$ cat src/rtl/boot_seq_pkg.sv
package boot_seq_pkg;
  typedef enum logic [2:0] {
    ST_HOLD  = 3'd0,
    ST_INIT  = 3'd1,
    ST_WAIT  = 3'd2,
    ST_BOOT  = 3'd3,
    ST_RUN   = 3'd4
  } seq_state_t;

  typedef struct packed {
    logic core_rst;
    logic irq_mask;
    logic sp_clear;
    logic boot;
  } seq_out_t;

  function automatic seq_out_t decode_state(seq_state_t s);
    seq_out_t o;
    o.core_rst = (s == ST_HOLD) || (s == ST_INIT) || (s == ST_WAIT);
    o.irq_mask = (s != ST_RUN);
    o.sp_clear = (s == ST_INIT);
    o.boot     = (s == ST_BOOT);
    return o;
  endfunction
endpackage

$ cat src/rtl/boot_seq_sync.sv
module boot_seq_sync #(
  parameter int STAGES = 2
) (
  input  logic clk,
  input  logic act_async,
  output logic act_sync
);
  logic [STAGES-1:0] chain_q;

  always_ff @(posedge clk) begin
    chain_q <= {chain_q[STAGES-2:0], act_async};
  end

  assign act_sync = chain_q[STAGES-1];
endmodule

$ cat src/rtl/boot_seq_lock_cnt.sv
module boot_seq_lock_cnt #(
  parameter int LOCK_CYCLES = 512
) (
  input  logic clk,
  input  logic clr,
  input  logic en,
  output logic done
);
  localparam int CNT_W = (LOCK_CYCLES > 2) ? $clog2(LOCK_CYCLES) : 1;
  localparam logic [CNT_W-1:0] LAST = CNT_W'(LOCK_CYCLES - 1);

  logic [CNT_W-1:0] cnt_q;

  assign done = (cnt_q == LAST);

  always_ff @(posedge clk) begin
    if (clr)
      cnt_q <= '0;
    else if (en && !done)
      cnt_q <= cnt_q + 1'b1;
  end
endmodule

$ cat src/rtl/boot_seq_fsm.sv
module boot_seq_fsm
  import boot_seq_pkg::*;
#(
  parameter int                ADDR_W    = 24,
  parameter logic [ADDR_W-1:0] BOOT_ADDR = 24'hFF0000
) (
  input  logic              clk,
  input  logic              rst_req,
  input  logic              lock_done,
  input  logic              bus_req,
  output logic              in_hold,
  output logic              core_rst,
  output logic              irq_mask_force,
  output logic              sp_clear,
  output logic              pc_load,
  output logic [ADDR_W-1:0] pc_addr,
  output logic              boot_start
);
  seq_state_t state_q, state_d;
  seq_out_t   out_d;

  always_comb begin
    state_d = state_q;
    unique case (state_q)
      ST_HOLD: if (lock_done) state_d = ST_INIT;
      ST_INIT: state_d = ST_WAIT;
      ST_WAIT: if (!bus_req) state_d = ST_BOOT;
      ST_BOOT: state_d = ST_RUN;
      ST_RUN:  state_d = ST_RUN;
      default: state_d = ST_HOLD;
    endcase
    if (rst_req) state_d = ST_HOLD;
  end

  assign out_d   = decode_state(state_d);
  assign in_hold = (state_q == ST_HOLD);

  always_ff @(posedge clk) begin
    state_q        <= state_d;
    core_rst       <= out_d.core_rst;
    irq_mask_force <= out_d.irq_mask;
    sp_clear       <= out_d.sp_clear;
    pc_load        <= out_d.boot;
    boot_start     <= out_d.boot;
    pc_addr        <= out_d.boot ? BOOT_ADDR : '0;
  end
endmodule

$ cat src/rtl/boot_seq.sv
module boot_seq #(
  parameter int                ADDR_W      = 24,
  parameter logic [ADDR_W-1:0] BOOT_ADDR   = 24'hFF0000,
  parameter int                LOCK_CYCLES = 512,
  parameter int                SYNC_STAGES = 2
) (
  input  logic              clk,
  input  logic              ext_rst_n,
  input  logic              supply_ok,
  input  logic              bus_req,
  output logic              core_rst,
  output logic              irq_mask_force,
  output logic              sp_clear,
  output logic              pc_load,
  output logic [ADDR_W-1:0] pc_addr,
  output logic              boot_start
);
  localparam int N_SRC = 2;

  logic [N_SRC-1:0] src_act;
  logic [N_SRC-1:0] src_sync;
  logic             rst_req;
  logic             lock_done;
  logic             in_hold;

  assign src_act = {~supply_ok, ~ext_rst_n};

  for (genvar i = 0; i < N_SRC; i++) begin : g_sync
    boot_seq_sync #(.STAGES(SYNC_STAGES)) u_sync (
      .clk      (clk),
      .act_async(src_act[i]),
      .act_sync (src_sync[i])
    );
  end

  assign rst_req = |src_sync;

  boot_seq_lock_cnt #(.LOCK_CYCLES(LOCK_CYCLES)) u_lock (
    .clk (clk),
    .clr (rst_req),
    .en  (in_hold),
    .done(lock_done)
  );

  boot_seq_fsm #(.ADDR_W(ADDR_W), .BOOT_ADDR(BOOT_ADDR)) u_fsm (
    .clk           (clk),
    .rst_req       (rst_req),
    .lock_done     (lock_done),
    .bus_req       (bus_req),
    .in_hold       (in_hold),
    .core_rst      (core_rst),
    .irq_mask_force(irq_mask_force),
    .sp_clear      (sp_clear),
    .pc_load       (pc_load),
    .pc_addr       (pc_addr),
    .boot_start    (boot_start)
  );
endmodule

$ cat config.mk
export PLATFORM = sky130hd
export DESIGN_NAME = boot_seq
export DESIGN_NICKNAME = d
export VERILOG_FILES = /design/src/rtl/boot_seq_pkg.sv /design/src/rtl/boot_seq_sync.sv /design/src/rtl/boot_seq_lock_cnt.sv /design/src/rtl/boot_seq_fsm.sv /design/src/rtl/boot_seq.sv
export SDC_FILE = /design/constraint.sdc
export NUM_CORES = 1
export LEC_CHECK = 0
export BUFFER_PORTS_ARGS = -buffer_cell sky130_fd_sc_hd__buf_2
export CAP_MARGIN = 30
export CORE_MARGIN = 2
export CORE_UTILIZATION = 50
export DETAILED_ROUTE_END_ITERATION = 16
export PLACE_DENSITY_LB_ADDON = 0.12
export SLEW_MARGIN = 20
export SYNTH_ARGS = -nofsm -noshare
export SYNTH_HDL_FRONTEND = slang
export SYNTH_SLANG_ARGS = --single-unit
$ cat constraint.sdc
create_clock -name clk -period 4.1 [get_ports clk]
set_input_delay 0 -clock clk [delete_from_list [all_inputs] [get_ports clk]]
set_output_delay 0 -clock clk [all_outputs]
set_load 0.01 [all_outputs]
==> reports/summary.txt <==
Max-Cap Viols: 0
Final Power: 0.374 mW
fin area: 1010 sq um
HP Class: reg2reg
Post-synth ARST share: 0
synthesis warning total: 0
pre-CTS worst setup slack: 1.89 ns
Yosys top cell by area: dfxtp_1
Starting Density: 0.516
Final Wtd Congestion: 0.706
CP max FO: 14
clock sink total: 20
H-tree depth: 1
WP data arrival: 2.49 ns
prevailing post-synth register cell: dfxtp_1
register bit total from synthesis: 20
switching fraction of total power: 0.195
CORE AREA: 1900 sq um
initial antenna violation count: 0
Total GRT Usage: 0.129
Seq pwr share: 0.531
register area share after synthesis: 0.408
final setup vio count: 0
Net Sw Power: 0.0730 mW
RSZ-0062 raised after global routing: false
Max stage delay on crit path: 0.63 ns
crit-path most repeated cell: ha_1
CTS Root Buffer Type: clkbuf_4
antenna-violating nets left: 0
n_diodes: 0
PD cells: 370 nW/um^2
number of global-route vias before repair: 491
Comb pwr share: 0.043
fill count: 189
Setup Buffers After CTS: 0
Crit-path slowest cell: or4_4
DR pass1 iterations: 3
Setup WS post-layout: 1.85 ns
post-CTS sizing: 0
clk buf depth: 2
count of different cell masters after synthesis: 29
Peak Freq: 0.445 GHz
placed insts: 139
global-route wire length before repair: 2060 um
Cell Int Power: 0.301 mW
DP Area: 928 sq um
Routed wire per std cell: 9.82 um
TritonCTS buffer count: 3
post-route insts no fill: 146
die height: 48.3 um
delay-heaviest family, CP: simple AND/OR/NAND/NOR gates
critical path launch point type: register
CP Data Required Time: 4.34 ns
final hold violations: 0
Final nets: 126
Clk network pwr share: 0.425
CTS tree: built
Mapped Area: 981 sq um
critical path class: reg2reg
number of placement rows: 16
die area: 2330 sq um
dpl hpwl: 1040 um
Static Leak: 0.426 nW
I/O Buffers: 16
grt total ovfl: 0
status: finished clean
WP buf/inv: 0
hold_buf cts: 3
final-report max-slew violation count: 0
maximum VDD drop: 0.198 mV
top-count cell post-synth: buf_4
Final Critical Period: 2.25 ns
Max Clock Skew: 0.00135 ns
Vias: 688
Clk pin slew, worst setup/hold paths: 0.11 ns
synth cell count leaders: 25 x buf_4, 20 x dfxtp_1, 8 x nand2_1
worst path cell trace: ha_1 -> nand3_1 -> nor2_1 -> ha_1 -> or4_4 -> or4_1 -> a21oi_1
Yosys top cell area share: 0.408
WHS: 0.342 ns
Tcrit/Tclk final: 0.549
layout cells sized above 1: 0.185
vias per cell: 4.71
CP Capture Type: register
# IOs: 33
setup tns final: 0 ns
pin count of the biggest net entering global routing: 15
Worst slew margin: 0.618
clk_lat worst skew: 0.30 ns
Synth Instances: 111
Worst-Margin Slew: 0.567 ns
Post-synth EDFFs: 0
area delta synth->final: 3.06%
initial drt markers: 7
largest cells by area after synthesis: dfxtp_1 41%, buf_4 19%, a21oi_1 3.6%
die span in x: 48.3 um
syn_area_per_cell: 8.84 sq um
final WL: 1430 um
fin util: 0.532
DRC: 0
-- layout by cell type, fill, tap and decap left out, drive strengths merged --
master       netlist  routed
a21oi              7       7
xnor2              2       2
and2               1       1
dlygate4sd3        0       3
bufinv             0       1
nand2b             1       1
or4                5       5
nand4              1       1
nor2b              1       1
conb               1      16
clkbuf             2       3
nor2               4       4
nor3               3       3
and3b              1       1
dfxtp             20      20
o21a               3       3
or2                1       1
buf               28      16
nor3b              1       1
o21ai              4       4
or3                1       1
inv                4       4
nand2              8       8
o31ai              4       4
nor4               3       3
nand3              3       3
ha                 2       2
-- worst register-to-register path, cell delays in order, from the launching register on --
cell,delay (ns)
dfxtp_1,0.35
ha_1,0.23
nand3_1,0.08
nor2_1,0.04
ha_1,0.21
or4_4,0.63
or4_1,0.49
a21oi_1,0.14
-- flip-flops by register name, indices dropped and copies added, names as in the netlist --
| signal | count |
|---|---|
| u_lock.cnt_q | 9 |
| u_fsm.core_rst | 1 |
| u_fsm.irq_mask_force | 1 |
| g_sync.u_sync.chain_q | 4 |
| u_fsm.state_q | 3 |
| u_fsm.pc_addr | 1 |
| u_fsm.sp_clear | 1 |
-- layout make-up --
cell class / instances / area (sq um) / area share
clock inverters: 1 / 30.0 / 0.0297
clock buffers: 3 / 22.5 / 0.0223
well taps: 27 / 33.8 / 0.0334
flip-flops and latches: 20 / 400 / 0.396
multi-input cells: 72 / 399 / 0.395
repair buffers: 19 / 110 / 0.109
inverters: 4 / 15.0 / 0.0149
-- power by group through the flow --
stage                     clock network [mW]  registers [mW]  logic, mW
after floorplan                            0           0.203     0.0225
after global placement                     0           0.203     0.0136
after detailed placement                   0           0.203     0.0138
after CTS                              0.165           0.199     0.0159
after global routing                   0.170           0.199     0.0187
final                                  0.159           0.199     0.0162
-- worst paths after layout --
| check | from | slack, ns | end | depth (start not counted) |
|---|---|---|---|---|
| hold / removal | g_sync[0].u_sync.chain_q[0] | 0.34 | g_sync[0].u_sync.chain_q[1] | 0 |
| setup / recovery | u_lock.cnt_q[0] | 1.85 | u_lock.cnt_q[7] | 7 |
| hold reg to reg | g_sync[0].u_sync.chain_q[0] | 0.34 | g_sync[0].u_sync.chain_q[1] | 0 |
| setup reg to reg | u_lock.cnt_q[0] | 1.85 | u_lock.cnt_q[7] | 7 |
-- layer usage --
layer | routed length (um) | GRT usage
met1 | 681 | 0.164
met4 | 28 | 0.0811
met2 | 637 | 0.200
met5 | 0 | 0
met3 | 86 | 0.0222
-- cells by family (layout without fill, tap and decap cells) --
kind of cell,after synthesis,count (layout),share of synthesized area
AOI/OAI and AO/OA,18,18,0.110
buffers and inverters,34,27,0.242
other,1,16,0.00382
adders and majority gates,2,2,0.0255
and+or+nand+nor,34,34,0.193
DFF,20,20,0.408
xor gates and xnor gates,2,2,0.0179
(Power assumes the default switching activity.)
